File: src/rtl/clm_pkg.sv
package clm_pkg;
  typedef enum logic {
    CODE_BIPHASE    = 1'b0,
    CODE_MANCHESTER = 1'b1
  } line_code_e;

  typedef enum logic {
    ST_IDLE   = 1'b0,
    ST_STREAM = 1'b1
  } mod_state_e;
endpackage

File: src/rtl/clm_cmd_decode.sv
module clm_cmd_decode #(
  parameter int unsigned CMD_W   = 8,
  parameter logic [CMD_W-1:0] MATCH_MASK = 8'b1110_0111,
  parameter logic [CMD_W-1:0] MATCH_VAL  = 8'b1100_0111,
  parameter int unsigned SEL_BIT = 4
) (
  input  logic [CMD_W-1:0]   cmd_byte,
  output logic               is_mod_cmd,
  output clm_pkg::line_code_e code_sel
);
  // Bit 3 is outside the mask, so it does not take part in the match.
  always_comb begin
    is_mod_cmd = ((cmd_byte & MATCH_MASK) == MATCH_VAL);
    code_sel   = cmd_byte[SEL_BIT] ? clm_pkg::CODE_MANCHESTER : clm_pkg::CODE_BIPHASE;
  end
endmodule

File: src/rtl/clm_seq.sv
module clm_seq (
  input  logic                clk,
  input  logic                rst_n,
  input  logic                cmd_strobe,
  input  logic                is_mod_cmd,
  input  clm_pkg::line_code_e code_sel,
  input  logic                stop_det,
  output logic                streaming,
  output clm_pkg::line_code_e code_q
);
  clm_pkg::mod_state_e state_q, state_d;
  clm_pkg::line_code_e code_d;
  logic                load_en;

  always_comb begin
    state_d = state_q;
    code_d  = code_q;
    load_en = 1'b0;
    if (stop_det) begin
      state_d = clm_pkg::ST_IDLE;
    end else if (state_q == clm_pkg::ST_IDLE && cmd_strobe && is_mod_cmd) begin
      state_d = clm_pkg::ST_STREAM;
      load_en = 1'b1;
    end
    if (load_en) code_d = code_sel;
  end

  always_ff @(posedge clk or negedge rst_n) begin
    if (!rst_n) begin
      state_q <= clm_pkg::ST_IDLE;
      code_q  <= clm_pkg::CODE_BIPHASE;
    end else begin
      state_q <= state_d;
      code_q  <= code_d;
    end
  end

  assign streaming = (state_q == clm_pkg::ST_STREAM);
endmodule

File: src/rtl/clm_encoder.sv
module clm_encoder (
  input  logic                clk,
  input  logic                rst_n,
  input  logic                streaming,
  input  clm_pkg::line_code_e code_q,
  input  logic                stop_det,
  input  logic                scl_rise,
  input  logic                scl_fall,
  input  logic                sda,
  output logic                mod_out
);
  logic out_q, out_d;
  logic bit_q, bit_d;
  logic manch;

  always_comb begin
    manch = (code_q == clm_pkg::CODE_MANCHESTER);
    out_d = out_q;
    bit_d = bit_q;
    if (!streaming || stop_det) begin
      out_d = 1'b0;
    end else if (scl_rise) begin
      bit_d = sda;
      out_d = manch ? sda : ~out_q;
    end else if (scl_fall) begin
      if (manch)       out_d = ~bit_q;
      else if (!bit_q) out_d = ~out_q;
    end
  end

  always_ff @(posedge clk or negedge rst_n) begin
    if (!rst_n) begin
      out_q <= 1'b0;
      bit_q <= 1'b0;
    end else begin
      out_q <= out_d;
      bit_q <= bit_d;
    end
  end

  assign mod_out = out_q;
endmodule

File: src/rtl/coil_line_modulator.sv
module coil_line_modulator #(
  parameter int unsigned CMD_W   = 8,
  parameter int unsigned SYNC_STAGES = 2
) (
  input  logic             clk,
  input  logic             rst_n,
  input  logic [CMD_W-1:0] cmd_byte,
  input  logic             cmd_strobe,
  input  logic             scl_rise,
  input  logic             scl_fall,
  input  logic             sda,
  input  logic             stop_det,
  output logic             mod_out
);
  localparam int unsigned SEL_BIT = CMD_W - 4;

  logic [SYNC_STAGES-1:0] rst_pipe;
  logic                   rst_int_n;
  logic                   is_mod_cmd;
  logic                   streaming;
  clm_pkg::line_code_e    code_sel, code_q;

  // The reset asserts at once and releases in step with the clock.
  always_ff @(posedge clk or negedge rst_n) begin
    if (!rst_n) rst_pipe <= '0;
    else        rst_pipe <= {rst_pipe[SYNC_STAGES-2:0], 1'b1};
  end
  assign rst_int_n = rst_pipe[SYNC_STAGES-1];

  clm_cmd_decode #(.CMD_W(CMD_W), .SEL_BIT(SEL_BIT)) u_decode (
    .cmd_byte  (cmd_byte),
    .is_mod_cmd(is_mod_cmd),
    .code_sel  (code_sel)
  );

  clm_seq u_seq (
    .clk       (clk),
    .rst_n     (rst_int_n),
    .cmd_strobe(cmd_strobe),
    .is_mod_cmd(is_mod_cmd),
    .code_sel  (code_sel),
    .stop_det  (stop_det),
    .streaming (streaming),
    .code_q    (code_q)
  );

  clm_encoder u_enc (
    .clk      (clk),
    .rst_n    (rst_int_n),
    .streaming(streaming),
    .code_q   (code_q),
    .stop_det (stop_det),
    .scl_rise (scl_rise),
    .scl_fall (scl_fall),
    .sda      (sda),
    .mod_out  (mod_out)
  );
endmodule

File: config.mk
export PLATFORM = sky130hd
export DESIGN_NAME = coil_line_modulator
export DESIGN_NICKNAME = d
export VERILOG_FILES = /design/src/rtl/clm_pkg.sv /design/src/rtl/clm_cmd_decode.sv /design/src/rtl/clm_seq.sv /design/src/rtl/clm_encoder.sv /design/src/rtl/coil_line_modulator.sv
export SDC_FILE = /design/constraint.sdc
export NUM_CORES = 1
export LEC_CHECK = 0
export ABC_AREA = 1
export CAP_MARGIN = 0
export CORE_AREA = 2 2 39 41
export CTS_BUF_LIST = sky130_fd_sc_hd__clkbuf_16
export CTS_CLUSTER_SIZE = 10
export DETAILED_ROUTE_END_ITERATION = 10
export DIE_AREA = 0 0 41 43
export PLACE_DENSITY_LB_ADDON = 0.12
export SYNTH_ARGS = -nofsm -noshare
export SYNTH_HDL_FRONTEND = slang
export SYNTH_HIERARCHICAL = 1
export SYNTH_SLANG_ARGS = --single-unit
File: constraint.sdc
create_clock -name clk -period 0.8 [get_ports clk]
set_input_delay 0.16 -clock clk [delete_from_list [all_inputs] [get_ports clk]]
set_output_delay 0.16 -clock clk [all_outputs]
set_load 0.005 [all_outputs]
-- Word-level counts from Yosys, hierarchy flattened
Cells that the tools add are included.
- bits in registers: 6
- bits of input ports: 15
- output and inout port bits: 1
- equal/unequal tests: 2
- muxes and demuxes: 11
- bitwise gates (word level): 4
- reduce and logical (&&, ||, !) cells: 8
- operator list (kind ; number):
    $mux W1 ; 11
    $eq A6 B6 Y1 const B ; 1
    $ne A4 B3 Y1 const B ; 1
    $not A1 Y1 ; 4
    $reduce_and A2 Y1 ; 2
    $reduce_bool A3 Y1 ; 1
    $logic_and A1 B1 Y1 ; 2
    $reduce_bool A2 Y1 ; 1
    $logic_not A1 Y1 ; 1
    $logic_or A1 B1 Y1 ; 1

-- Longest topological paths before layout
Gate-level depths: netlist (run 1).
- depth in word-level cells: 6
- gate-level depth with buffers: 9
- depth with buffers taken out: 9

-- Cells and area by module
Netlist (run 1), hierarchy kept.
- modules (own cells, without submodules) (module ; times used ; cells an instance ; area an instance (sq um) ; sequential area each (sq um)):
    clm_encoder ; 1 ; 23 ; 141.4 ; 50.0
    clm_seq ; 1 ; 11 ; 87.6 ; 50.0
    coil_line_modulator ; 1 ; 3 ; 53.8 ; 50.0
    clm_cmd_decode ; 1 ; 8 ; 38.8 ; 0.0

-- Least setup slack after synthesis (run 1)
OpenSTA, ideal clock, no wires.
- kind: reg-to-reg
- start point: reg u_seq.state_q (netlist: u_seq/streaming)
- end point: reg u_enc.out_q (netlist: u_enc/mod_out)
- arrival: 680 ps
- required time: 683 ps
- path slack: 2 ps
- cell stages (with the launch flop): 6
- clock period less this slack: 798 ps
- path through: dfrtp_1 > nand2_2 > nor2_2 > nand2_1 > nand3_1 > nand2_1
- cells in the longest elaborated chain, start to end: 4
- RTL lines (item ; RTL line ; RTL):
    start: declaration ; clm_seq.sv:11 ; clm_pkg::mod_state_e state_q, state_d;
    start signal: assignment ; clm_seq.sv:30 ; state_q <= clm_pkg::ST_IDLE;
    start signal: assignment ; clm_seq.sv:33 ; state_q <= state_d;
    $logic_not A1 Y1 * ; clm_encoder.sv:20 ; if (!streaming || stop_det) begin
    $logic_or A1 B1 Y1 * ; clm_encoder.sv:20 ;
    $ne A4 B3 Y1 (no line) or $reduce_bool A3 Y1 (tied branches) ; - ;
    $reduce_and A2 Y1 (no line) ; - ;
    end signal: assignment ; clm_encoder.sv:36 ; out_q <= out_d;
    end: declaration ; clm_encoder.sv:12 ; logic out_q, out_d;
Every way passes the cells marked *; elsewhere a longest branch is shown, timed or not.
A chain may end at the register's enable or synchronous reset.

-- Worst setup path after layout (run 1)
Same ends and word-level chain as after synthesis.

==> impl_results.md, run 1 <==
* Largest net degree at the start of global routing at 5
* Remaining Overflow, GRT at 0
* Clock sinks at 6
* CP most frequent cell: nand2_1
* Post-synth top area cell: dfrtp_1
* Hold Vio Cnt, Final at 0
* CP max stage delay at 0.38 ns
* Drt first pass iters at 3
* Final non-filler cell total at 81
* Setup crit start kind: register
* Reg2reg setup slack at -0.09 ns
* Synth Area per Inst at 7.146 sq um
* Yosys top cell area share at 46.69%
* N_diodes at 0
* Initial Util at 23.24%
* DR iter-0 viols at 2
* Clock power frac at 64.2%
* Layout cell share with drive strength beyond 1 at 26.15%
* Final min period at 0.8907 ns
* P_int at 1.028 mW
* Area Overhead vs Synth at 74.71%
* Die Wd at 41 um
* Total of warnings raised by yosys at 6
* Count of different cell masters after synthesis at 11
* Final setup viols at 3
* Combinational share of power at 8.9%
* EDFF count, synth at 0
* WHS at 0.05703 ns
* WP data arrival at 0.99 ns
* Sequential element share of the synthesized area at 46.69%
* Fin. max-slew vios at 0
* CP max FO at 3
* Power Density at 2186 mW/mm^2
* Final period utilization at 111.3%
* Failing checks: negative setup slack
* Post-layout util at 40.60%
* Clock Tree Buf Depth at 2
* # rows at 14
* Post-synthesis register bit count at 6
* Final critical-path setup slack at -0.09075 ns
* Crit path kind: register to register
* Worst min path class: register to async pin
* Reg power frac at 27.0%
* Net Sw Frac at 16.27%
* Total of max-cap violations at 0
* Vias at 317
* Worst VDD drop at 1259 uV
* Place WS at -0.4527 ns
* Port Buf Inserts at 14
* Synth area leaders: dfrtp_1, nand2_1, nor2_2
* Max Fclk at 1.123 GHz
* Cells after Synth at 45
* Final wirelength at 583 um
* Hpwl dp at 489.2 um
* Overall power at 1.228 mW
* Global-route usage over all layers at 8.925%
* Mapped Area at 321.6 sq um
* Cells after DPL at 77
* RePlAce Congestion at 0.5530
* Hold-fix buffers, CTS at 0
* IO Count at 16
* Most numerous cell in the Yosys netlist: nand2_1
* Total core area at 0.001384 sq mm
* Critical path cell sequence: nand2_2, nor2_2, nand2_1, nand3_1, nand2_1
* Fraction of registers with async set/reset at 100.0%
* Setup crit end kind: register
* Top delay family on crit path: simple AND/OR/NAND/NOR gates
* Root buffer cell: clkbuf_16
* Avg WL per Cell at 7.198 um
* Clk_skew at 0.001061 ns
* CP bufs+invs at 0
* P_sw at 0.1998 mW
* Clk pin slew, worst setup/hold paths at 0.03 ns
* Slowest CP cell: dfrtp_1
* Synthesized net count at 60
* Ys flop type: dfrtp_1
* DIE AREA at 0.001763 sq mm
* RSZ-0062 raised after global routing: yes
* CTS tree: built
* Global-route wire length before repair at 1028 um
* Initial antenna violation count at 0
* Num CTS Buffers at 3
* Post-route ant nets at 0
* Pleak at 0.2959 nW
* Skew-Pair Late Insertion Delay at 0.22 ns
* Die Ht at 43 um
* Fin nets at 82
* # DRC at 0
* Htree depth at 1
* Most frequent cells after synthesis: nand2_1, dfrtp_1, inv_1, nor2_2
* WP data required at 0.90 ns
* Outcome: complete, but fails checks
* Vias in the first global route at 296
* DR vias/cell at 3.914
## worst register-to-register path, delay by kind of cell (launching register included)
family	cells	cell delay, ns
flip-flops	1	0.38
AND/OR/NAND/NOR	5	0.39
## layout by cell type, fill, tap and decap left out
cell type	n
nand2_1	14
dlygate4sd2_1	6
dfrtp_1	6
inv_1	6
clkdlybuf4s50_1	5
nor2_2	5
nand3_1	4
nor2_1	4
buf_4	4
clkbuf_16	3
inv_2	2
clkbuf_2	1
clkdlybuf4s15_1	1
buf_2	1
conb_1	1
nand2_2	1
o21ai_1	1
## state kept, by name, indices dropped and copies added (netlist names)
name and cells:
u_seq/streaming 1, u_seq/code_q 1, u_enc/bit_q 1, rst_pipe 2, u_enc/mod_out 1
## stage by stage
stage | TNS [ns] | instance area (sq um)
after floorplan | 0 | 321.6
after global placement | -1.653 | 496.7
after detailed placement | -1.659 | 496.7
after CTS | -0.1946 | 559.3
after global routing | -0.3653 | 561.8
final | -0.1601 | 561.8
## routing by layer
| metal | routed length [um] | track usage, % |
|---|---|---|
| met1 | 271 | 9.302 |
| met2 | 272 | 14.06 |
| met3 | 39 | 4.712 |
| met4 | 0 | 4.000 |
| met5 | 0 | 0 |
## area by class of cell
class | count | area, sq um
multi-input cells | 30 | 133.9
inverters | 8 | 30.03
flip-flops and latches | 6 | 150.1
well taps | 16 | 20.02
clock buffers | 3 | 75.07
fillers | 156 | 822.0
repair buffers | 18 | 152.6
## path summary, 6_finish.rpt
kind | from | end | depth (start not counted)
max in group asynchronous | rst_n | rst_pipe[0] | 1
min in group clk | stop_det | u_seq/streaming | 3
max reg2reg | u_seq/streaming | u_enc/mod_out | 5
max | u_seq/streaming | u_enc/mod_out | 5
min reg2reg | rst_pipe[1] | u_enc/bit_q | 0
min | rst_pipe[1] | u_enc/bit_q | 0
## power by group through the flow
stage	Combinational, mW	Clock (mW)	Sequential [mW]
2_1_floorplan	0.0373	0	0.332
3_3_place_gp	0.118	0	0.335
3_5_place_dp	0.118	0	0.335
4_1_cts	0.106	0.800	0.332
5_1_grt	0.124	0.835	0.333
6_report	0.109	0.788	0.331
## cell families (layout without fill, tap and decap cells)
group | count (synthesis) | in the layout | share of synthesized area, %
buffers and inverters | 9 | 29 | 11.67
flip-flops | 6 | 6 | 46.69
AND/OR/NAND/NOR | 28 | 28 | 38.91
AO/OA/AOI/OAI | 1 | 1 | 1.555
other | 1 | 1 | 1.166
## repair_timing
item / CTS / global route
pin swaps: 8 / 8
setup buffers: 0 / 1
setup endpoints to repair: 5 / 5
gates resized for setup: 15 / 1
Power figures use the tool's default switching activity.
==> run 2, diff against run 1 <==
--- a/config.mk
+++ b/config.mk
@@ -6,7 +6,7 @@
 export NUM_CORES = 1
 export LEC_CHECK = 0
 export ABC_AREA = 1
-export CAP_MARGIN = 0
+export CAP_MARGIN = 15
 export CORE_AREA = 2 2 39 41
 export CTS_BUF_LIST = sky130_fd_sc_hd__clkbuf_16
 export CTS_CLUSTER_SIZE = 10
==> results of run 2 <==
Same layout as run 1: the final DEF is identical, and so are final timing and power.
